<file path="src/rtl/ls_align_pkg.sv">
package ls_align_pkg;
  typedef enum logic [1:0] {
    ST_IDLE,
    ST_SEND_LO,
    ST_SEND_HI,
    ST_WAIT
  } lsState_e;

  // strobes from control to datapath
  typedef struct packed {
    logic latchReq;  // capture an accepted request
    logic sendLo;    // present the first doubleword request
    logic sendHi;    // present the second doubleword request
    logic keepLo;    // hold the first returned piece of a split load
    logic finish;    // last acknowledgement, produce the write-back
  } lsStrobe_t;
endpackage

</file>
<file path="src/rtl/ls_align_ctrl.sv">
module ls_align_ctrl
  import ls_align_pkg::*;
(
  input  logic      clk,
  input  logic      rst_n,
  input  logic      reqValid,
  input  logic      isSplit,
  input  logic      cacheAck,
  output lsStrobe_t strb,
  output logic      stallOut,
  output logic      cacheValid
);
  lsState_e state, stateNext;
  logic     oneAckSeen;
  logic     ackLive;

  // acknowledgements can only answer a request already issued
  assign ackLive  = cacheAck && (state == ST_SEND_HI || state == ST_WAIT);

  assign stallOut   = (state != ST_IDLE);
  assign cacheValid = (state == ST_SEND_LO) || (state == ST_SEND_HI);

  always_comb begin
    strb          = '0;
    strb.latchReq = reqValid && (state == ST_IDLE);
    strb.sendLo   = (state == ST_SEND_LO);
    strb.sendHi   = (state == ST_SEND_HI);
    strb.keepLo   = ackLive && isSplit && !oneAckSeen;
    strb.finish   = ackLive && (!isSplit || oneAckSeen);
  end

  always_comb begin
    stateNext = state;
    unique case (state)
      ST_IDLE:    if (reqValid) stateNext = ST_SEND_LO;
      ST_SEND_LO: stateNext = isSplit ? ST_SEND_HI : ST_WAIT;
      ST_SEND_HI: stateNext = ST_WAIT;
      ST_WAIT:    if (strb.finish) stateNext = ST_IDLE;
      default:    stateNext = ST_IDLE;
    endcase
  end

  always_ff @(posedge clk) begin
    if (!rst_n) begin
      state      <= ST_IDLE;
      oneAckSeen <= 1'b0;
    end else begin
      state <= stateNext;
      if (strb.latchReq)    oneAckSeen <= 1'b0;
      else if (strb.keepLo) oneAckSeen <= 1'b1;
    end
  end

  // a request burst only starts after a taken upstream request
  p_issue_after_accept_r2: assert property (@(posedge clk) disable iff (!rst_n)
    $rose(cacheValid) |-> $past(reqValid && !stallOut));
endmodule

</file>
<file path="src/rtl/ls_align_dp.sv">
module ls_align_dp
  import ls_align_pkg::*;
#(
  parameter int ADDR_W = 32,
  parameter int DATA_W = 64,
  localparam int LANES = DATA_W / 8,
  localparam int OFF_W = $clog2(LANES),
  localparam int SZ_W  = $clog2(OFF_W + 1),
  localparam int CNT_W = OFF_W + 2
) (
  input  logic              clk,
  input  logic              rst_n,
  input  lsStrobe_t         strb,
  input  logic              reqIsLoad,
  input  logic [ADDR_W-1:0] reqAddr,
  input  logic [SZ_W-1:0]   reqSize,
  input  logic              reqReverse,
  input  logic              reqSignExt,
  input  logic [DATA_W-1:0] reqData,
  input  logic [DATA_W-1:0] cacheRdData,
  output logic              isSplit,
  output logic              isLoadQ,
  output logic [ADDR_W-1:0] cacheAddr,
  output logic [LANES-1:0]  cacheByteEn,
  output logic [DATA_W-1:0] cacheWrData,
  output logic              wbValid,
  output logic [DATA_W-1:0] wbData
);
  logic [ADDR_W-OFF_W-1:0] dwQ;
  logic [OFF_W-1:0]        offQ;
  logic [SZ_W-1:0]         sizeQ;
  logic                    revQ, sextQ;
  logic [DATA_W-1:0]       dataQ, loPieceQ;

  logic [CNT_W-1:0]  nBytes, endSum;
  logic [OFF_W-1:0]  lastIdx;
  logic [LANES-1:0]  beLo, beHi;
  logic [DATA_W-1:0] storeWord, merged, rawWord, loadWord, loSrc;
  logic              signBit;

  assign nBytes  = CNT_W'(1) << sizeQ;
  assign endSum  = CNT_W'(offQ) + nBytes;
  assign isSplit = endSum > CNT_W'(LANES);
  assign lastIdx = OFF_W'(nBytes - CNT_W'(1));
  assign loSrc   = isSplit ? loPieceQ : cacheRdData;

  // per memory lane: masks, store steering, load piece merge
  for (genvar k = 0; k < LANES; k++) begin : g_memLane
    logic [OFF_W-1:0] rel, stSrc;
    logic             inAcc;
    assign rel     = OFF_W'(k) - offQ;
    assign inAcc   = CNT_W'(rel) < nBytes;
    assign stSrc   = revQ ? (lastIdx - rel) : rel;
    assign beLo[k] = (OFF_W'(k) >= offQ) && (CNT_W'(k) < endSum);
    assign beHi[k] = (CNT_W'(k) + CNT_W'(LANES)) < endSum;
    assign storeWord[8*k +: 8] = inAcc ? dataQ[{stSrc, 3'b000} +: 8] : 8'h00;
    assign merged[8*k +: 8]    = (OFF_W'(k) >= offQ) ? loSrc[8*k +: 8]
                                                     : cacheRdData[8*k +: 8];
  end

  // per register lane: one select doing rotate and reverse together
  for (genvar j = 0; j < LANES; j++) begin : g_regLane
    logic [OFF_W-1:0] ldSrc;
    assign ldSrc = revQ ? (offQ + lastIdx - OFF_W'(j)) : (offQ + OFF_W'(j));
    assign rawWord[8*j +: 8] = merged[{ldSrc, 3'b000} +: 8];
  end

  assign signBit = rawWord[{lastIdx, 3'b111}];

  for (genvar j = 0; j < LANES; j++) begin : g_extLane
    assign loadWord[8*j +: 8] = (CNT_W'(j) < nBytes) ? rawWord[8*j +: 8]
                                                     : {8{sextQ & signBit}};
  end

  assign cacheAddr   = strb.sendHi ? {dwQ + 1'b1, {OFF_W{1'b0}}} : {dwQ, {OFF_W{1'b0}}};
  assign cacheByteEn = strb.sendLo ? beLo : (strb.sendHi ? beHi : '0);
  assign cacheWrData = isLoadQ ? '0 : storeWord;

  always_ff @(posedge clk) begin
    if (!rst_n) begin
      dwQ      <= '0;
      offQ     <= '0;
      sizeQ    <= '0;
      revQ     <= 1'b0;
      sextQ    <= 1'b0;
      isLoadQ  <= 1'b0;
      dataQ    <= '0;
      loPieceQ <= '0;
      wbValid  <= 1'b0;
      wbData   <= '0;
    end else begin
      if (strb.latchReq) begin
        dwQ     <= reqAddr[ADDR_W-1:OFF_W];
        offQ    <= reqAddr[OFF_W-1:0];
        sizeQ   <= reqSize;
        revQ    <= reqReverse;
        sextQ   <= reqSignExt;
        isLoadQ <= reqIsLoad;
        dataQ   <= reqData;
      end
      if (strb.keepLo) loPieceQ <= cacheRdData;
      wbValid <= strb.finish;
      if (strb.finish) wbData <= isLoadQ ? loadWord : '0;
    end
  end

  // a zero-extended single-byte load leaves the upper bytes clear
  p_zext_byte_r8: assert property (@(posedge clk) disable iff (!rst_n)
    (wbValid && isLoadQ && !sextQ && sizeQ == '0) |-> (wbData[DATA_W-1:8] == '0));
  // a second request never reaches the top lane
  p_hi_top_lane_r5: assert property (@(posedge clk) disable iff (!rst_n)
    strb.sendHi |-> !cacheByteEn[LANES-1]);
endmodule

</file>
<file path="src/rtl/ls_align_unit.sv">
module ls_align_unit
  import ls_align_pkg::*;
#(
  parameter int ADDR_W = 32,
  parameter int DATA_W = 64,
  localparam int LANES = DATA_W / 8,
  localparam int SZ_W  = $clog2($clog2(LANES) + 1)
) (
  input  logic              clk,
  input  logic              rst_n,
  input  logic              reqValid,
  input  logic              reqIsLoad,
  input  logic [ADDR_W-1:0] reqAddr,
  input  logic [SZ_W-1:0]   reqSize,
  input  logic              reqReverse,
  input  logic              reqSignExt,
  input  logic [DATA_W-1:0] reqData,
  output logic              stallOut,
  output logic              cacheValid,
  output logic              cacheIsLoad,
  output logic [ADDR_W-1:0] cacheAddr,
  output logic [LANES-1:0]  cacheByteEn,
  output logic [DATA_W-1:0] cacheWrData,
  input  logic              cacheAck,
  input  logic [DATA_W-1:0] cacheRdData,
  output logic              wbValid,
  output logic [DATA_W-1:0] wbData
);
  lsStrobe_t strb;
  logic      isSplit;

  ls_align_ctrl u_ctrl (
    .clk(clk), .rst_n(rst_n), .reqValid(reqValid), .isSplit(isSplit),
    .cacheAck(cacheAck), .strb(strb), .stallOut(stallOut), .cacheValid(cacheValid)
  );

  ls_align_dp #(.ADDR_W(ADDR_W), .DATA_W(DATA_W)) u_dp (
    .clk(clk), .rst_n(rst_n), .strb(strb), .reqIsLoad(reqIsLoad), .reqAddr(reqAddr),
    .reqSize(reqSize), .reqReverse(reqReverse), .reqSignExt(reqSignExt),
    .reqData(reqData), .cacheRdData(cacheRdData), .isSplit(isSplit),
    .isLoadQ(cacheIsLoad), .cacheAddr(cacheAddr), .cacheByteEn(cacheByteEn),
    .cacheWrData(cacheWrData), .wbValid(wbValid), .wbData(wbData)
  );

  // consecutive requests go to adjacent doublewords
  p_pair_adjacent_r5: assert property (@(posedge clk) disable iff (!rst_n)
    (cacheValid && $past(cacheValid)) |-> (cacheAddr == $past(cacheAddr) + ADDR_W'(LANES)));
  // every request enables at least one lane
  p_some_lane_r4: assert property (@(posedge clk) disable iff (!rst_n)
    cacheValid |-> (cacheByteEn != '0));
  // one-cycle write-back, always right after an acknowledgement
  p_wb_single_r9: assert property (@(posedge clk) disable iff (!rst_n)
    wbValid |=> !wbValid);
  p_wb_after_ack_r9: assert property (@(posedge clk) disable iff (!rst_n)
    wbValid |-> $past(cacheAck));
endmodule

</file>
<file path="config.mk">
export PLATFORM = sky130hd
export DESIGN_NAME = ls_align_unit
export DESIGN_NICKNAME = d
export VERILOG_FILES = /design/src/rtl/ls_align_pkg.sv /design/src/rtl/ls_align_ctrl.sv /design/src/rtl/ls_align_dp.sv /design/src/rtl/ls_align_unit.sv
export SDC_FILE = /design/constraint.sdc
export NUM_CORES = 1
export LEC_CHECK = 0
export BUFFER_PORTS_ARGS = -buffer_cell sky130_fd_sc_hd__buf_2
export CORE_ASPECT_RATIO = 0.75
export CORE_UTILIZATION = 55
export CTS_CLUSTER_SIZE = 10
export DETAILED_ROUTE_END_ITERATION = 8
export PLACE_DENSITY_LB_ADDON = 0.2
export REMOVE_ABC_BUFFERS = 1
export SYNTH_ARGS = -nofsm -noshare
export SYNTH_HDL_FRONTEND = slang
export SYNTH_SLANG_ARGS = --single-unit
</file>
<file path="constraint.sdc">
create_clock -name clk -period 10.8 [get_ports clk]
set_input_delay 2.16 -clock clk [delete_from_list [all_inputs] [get_ports clk]]
set_output_delay 2.16 -clock clk [all_outputs]
set_load 0.01 [all_outputs]
</file>
Yosys cells after proc, flatten, opt, wreduce, memory -nomap -nowiden
Index checks and enable logic that the tools add are counted.
{ "op_classes": {"eq_ne": 5, "reduce_logical": 22, "shift": 17, "bitwise": 2, "magnitude_cmp": 42, "mux": 52, "addsub": 34} }
{ "ops": {"columns": ["cell", "count"], "rows": [
  ["$shiftx 64x7->8", 16],
  ["$mux 8", 26],
  ["$mux 64", 3],
  ["$mux 3", 16],
  ["$lt 3x5->1", 8],
  ["$lt 3x5->1 const A", 8],
  ["$lt 4x5->1 const A", 8],
  ["$mux 32", 1],
  ["$add 29x1->29 const B", 1],
  ["$sub 3x3->3", 8],
  ["$lt 1x5->1 const A", 4],
  ["$lt 2x5->1 const A", 4],
  ["$logic_and 1x1->1", 13],
  ["$add 3x3->3 const B", 4],
  ["$ge 3x3->1 const A", 4],
  ["$sub 3x3->3 const A", 4],
  ["$sub 3x3->3 const B", 4],
  ["$pmux 2 s4", 1],
  ["$lt 6x7->1 const B", 1],
  ["$add 3x2->3 const B", 2],
  ["$ge 1x3->1 const A", 2],
  ["$ge 2x3->1 const A", 2],
  ["$sub 1x3->3 const A", 2],
  ["$sub 2x3->3 const A", 2],
  ["22 further kinds", 30]
]} }
{ "word_totals": {"wordCells": 186, "input_bits": 169, "ff_bits": 233} }

Depth between registers and ports, before layout
{ "depth": {"depth_word": 11, "depth_mapped": 18, "depth_no_buf": 14} }

By module
From an unflattened synthesis, not the netlist that was laid out.
{ "hier_totals": {"hier_cells": 1999, "area_unflattened_um2": 16941.2} }
{ "by_module_without_submodules": {"columns": ["module", "seq_area_each_um2", "area_per_inst_um2", "n_inst", "cells_each"], "rows": [
  ["ls_align_dp", 4604.4, 16663.5, 1, 1966],
  ["ls_align_ctrl", 60.1, 277.8, 1, 33]
]} }

Worst setup path before layout
OpenSTA, ideal clock, no wires.
{ "synth_timing": {"path_kind": "register -> output", "from": "register u_dp.sizeQ[1]", "to": "output cacheWrData[38]", "required_ns": 8.640, "setup_slack_ns": 5.173, "stages_incl_launch_ff": 13, "path_buffers": 4, "t_arrival_ns": 3.467, "path_cell_list": "dfxtp_1 -> buf_2 -> clkbuf_1 -> nor2_1 -> ha_1 -> fa_1 -> o21bai_1 -> clkbuf_1 -> buf_1 -> mux2i_1 -> a21oi_1 -> mux2i_1 -> nor2_1"} }
{ "synth_between": {"elab_chain_cells": 7, "elab_cells_between_ends": 8, "classes_between": "add/sub: 2; order compare: 1; shift: 2; mux: 3"} }
{ "synth_rtl": {"columns": ["element", "line_no", "rtl"], "rows": [
  ["start: declaration", "ls_align_dp.sv:31", "logic [SZ_W-1:0] sizeQ;"],
  ["start signal: assignment", "ls_align_dp.sv:95", "sizeQ <= reqSize;"],
  ["$shl 1x2->5 (*)", "ls_align_dp.sv:41", "assign nBytes = CNT_W'(1) << sizeQ;"],
  ["$sub 3x1->3", "ls_align_dp.sv:44", "assign lastIdx = OFF_W'(nBytes - CNT_W'(1));"],
  ["$sub 3x3->3", "ls_align_dp.sv:53", "assign stSrc = revQ ? (lastIdx - rel) : rel;"],
  ["$mux 3", "ls_align_dp.sv:53", null],
  ["$shiftx 64x7->8", "ls_align_dp.sv:56", "assign storeWord[8*k +: 8] = inAcc ? dataQ[{stSrc, 3'b000} +: 8] : 8'h00;"],
  ["$mux 8 (*)", "ls_align_dp.sv:56", null],
  ["$mux 64 (*)", "ls_align_dp.sv:77", "assign cacheWrData = isLoadQ ? '0 : storeWord;"],
  ["end: declaration", "ls_align_unit.sv:23", "output logic [DATA_W-1:0] cacheWrData,"]
]} }
Every way passes the cells marked *; elsewhere a longest branch is shown, timed or not.

Final worst setup path
{ "layout_timing": {"from": "register u_dp.sizeQ[0]", "to": "output cacheWrData[12]"} }
Same word-level chain as after synthesis.

==> flow_summary.ini <==
[yosys]
seq_area_frac_synth = 0.288
syn_area_sq_mm = 0.0162
synthXorXnorAreaFrac = 0.0277
synth_edf_count = 0
ys_top_cells_by_area = dfxtp_1 29%, mux2i_1 15%, nand2_1 12%
syn_area_per_cell_sq_um = 7.81
ys.flop_type = dfxtp_1
synth_compound_area_frac = 0.217
synth_seq_cells = 233
synth_mux_area_frac = 0.207
async_reset_ff_frac = 0
ys_warn_count = 0
yosysTopAreaCell = dfxtp_1
synth_cell_types = 86
syn_inst = 2071
synth_top_area_frac = 0.288
synthAdderAreaFrac = 0.0291
synth-simple-area-share = 0.187
synth_top_family_by_area = compound AO/OA/AOI/OAI gates

[global_route]
grt_antenna_before_repair = 4
grt_max_degree = 102
grtUsageTotal = 0.373
grt.busiest_layer = met1
met3_usage = 0.119
overflow = 0
grt_pass1_vias = 15342
grtUsageMet2 = 0.519
grt_pass1_wl_um = 87200
use_met1 = 0.551

[final_layout]
final_nets = 2519
fin_cells = 2707
fin_area_sq_mm = 0.0188
area_growth_pct = 16.1
drive_above_1_share = 0.215

[drt]
viasPerCell = 6.30
antenna_left = 0
post_drt_wl_per_cell_um = 21.5
vias = 17062
drt_iter0_markers = 1861
wl_um = 58100
drt_pass1_iterations = 6
post-route-drc-count = 0

[critical_path]
cp_max_fo = 80
required_ps = 8640
crit-reg2reg-launch = u_dp.sizeQ[1]
worstSetupStartpointType = flip-flop
endpoint_kind = output pin
rrSetupSlack_ps = 5200
timing.rr.end = u_dp.wbData[24]
crit_type = reg2out
crit_arrival_ps = 4900
rr_worst_depth = 13

[clock_tree]
cts-root-buf = clkbuf_16
cts_tree = yes
hold_buffers = 0
ctsLongestPathBuffers = 3
clk_pin_slew_ps = 60
htree_levels = 1
cts_buffers = 27
clkLatencyLatePin_ps = 560
clock_sinks = 233
postCtsSetupBuffers = 0
post_cts_resized = 0

[power_and_ir_drop]
switching_power_mw = 1.64
powerDensity_mw_per_mm2 = 197
power_leakage_nw = 8.42
swShare = 0.443
comb_power_share = 0.507
seq_power_share = 0.276
internal_power_mw = 2.06
vdd_drop_max_mv = 0.322
p_clk_frac = 0.217

[sta]
period_share = 0.654
post-route-min-period_ps = 7060
worst_slew_pin_slew_ps = 1230
slew_violations = 0
fin_skew_ps = 27.3
hold-worst-slack_ps = 430
clock.fmax_mhz = 142
rsz0062_at_grt = no
finalSetupViolations = 0
hold_viol_final = 0
slew_headroom = 0.181

[floorplanning]
fp.dieH_um = 150
ioPinCount = 341
initial_utilization = 0.568
rows = 53
die_area_sq_mm = 0.0301
core-area_sq_mm = 0.0284
dieWidth_um = 200

[place]
gp_congestion = 0.973
dp.cells = 2673
io_buffers = 337
place_area_sq_mm = 0.0181
hpwlAfterDp_um = 42100

[run_status]
status = finished clean

[job]
drv_cap = 0

[worst_hold_path]
min_path_cells = 2
min_path_type = reg2reg
min_from = u_dp.wbData[5]
holdPathEnd = u_dp.wbData[5]
[metal layers]
| layer | wire length (um) | vias up |
|---|---|---|
| met5 | 13 | - |
| li1 | - | 7884 |
| met4 | 1180 | 2 |
| met1 | 25400 | 7995 |
| met2 | 23500 | 1078 |
| met3 | 7930 | 103 |
[area by class of cell]
class | count | area, sq um
Timing Repair Buffer | 368 | 1920
Inverter | 25 | 98.8
Multi-Input combinational cell | 1662 | 10900
Fill cell | 2535 | 9680
Clock inverter | 1 | 5.00
Clock buffer | 30 | 697
Sequential cell | 233 | 4660
Tap cell | 385 | 482
Antenna cell | 3 | 7.51
[how the worst max path moves through the flow]
stage	start	to	slack, ps
2_1_floorplan	u_dp.sizeQ[0]	cacheWrData[24]	-3470
3_3_place_gp	u_dp.offQ[1]	cacheWrData[51]	4540
3_5_place_dp	u_dp.sizeQ[0]	cacheWrData[12]	4470
4_1_cts	u_dp.sizeQ[0]	cacheWrData[12]	3860
5_1_grt	u_dp.sizeQ[1]	cacheWrData[11]	3480
6_report	u_dp.sizeQ[0]	cacheWrData[12]	3740
[worst max-delay path: stages (launching register included)]
cell and delay (ps):
dfxtp_1 810, nor2_1 260, ha_1 440, nand2_1 170, a21boi_4 180, buf_4 580
buf_4 860, mux2i_1 370, mux2i_1 160, mux2i_1 210, nor2_1 70, buf_2 160
[stage by stage]
step	setup TNS, ps	setup slack, ps	util	total power, mW
after floorplan	-342010	-3470	-	2.35
final	0	3740	0.660	3.70
after global routing	0	3480	0.660	3.86
after detailed placement	0	4470	0.635	2.84
after CTS	0	3860	0.659	3.64
after global placement	0	4540	0.635	2.81
[Yosys cell counts (all sizes together) (28+ instances only)]
cell type  number
nor2          107
xnor2          38
buf            47
mux2i         247
clkbuf        106
ha             28
nand2         510
o211ai         35
mux2           50
dfxtp         233
and3           36
a21oi         233
o21ai          63
[kinds of logic (layout without fill, tap and decap cells)]
family                   count (synthesis)  after routing
flip-flops                             233            233
adder cells (fa/ha/maj)                 35             35
buffers and inverters                  178            424
XOR/XNOR                                48             48
AND/OR/NAND/NOR                        726            726
other                                    1              6
AO/OA/AOI/OAI                          539            539
multiplexers                           311            311
[sequential cells by signal (all words and copies together) (netlist names)]
register / cells
u_ctrl.oneAckSeen: 1
u_dp.dwQ: 29
u_dp.loPieceQ: 64
u_dp.sextQ: 1
u_dp.dataQ: 64
u_dp.offQ: 3
u_dp.wbValid: 1
u_ctrl.state: 2
u_dp.revQ: 1
u_dp.isLoadQ: 1
u_dp.sizeQ: 2
u_dp.wbData: 64
[cells in the final DEF, fill, tap and decap left out, types with 33 or more instances in the layout]
cell type	n
buf_2	337
o21ai_0	41
mux2_2	50
and3_1	35
xnor2_1	35
nand2_1	508
o211ai_1	33
nor2_1	105
dfxtp_1	233
mux2i_1	247
a21oi_1	228
[power by group through the flow]
stage          clock network [mW]  registers (mW)  logic, mW
3_3_place_gp                    0            1.03       1.78
6_report                    0.804            1.02       1.87
5_1_grt                     0.838            1.03       1.99
3_5_place_dp                    0            1.04       1.81
4_1_cts                     0.806            1.02       1.82
2_1_floorplan                   0            1.01       1.34
Note: power is estimated with default switching activity, not from simulation.
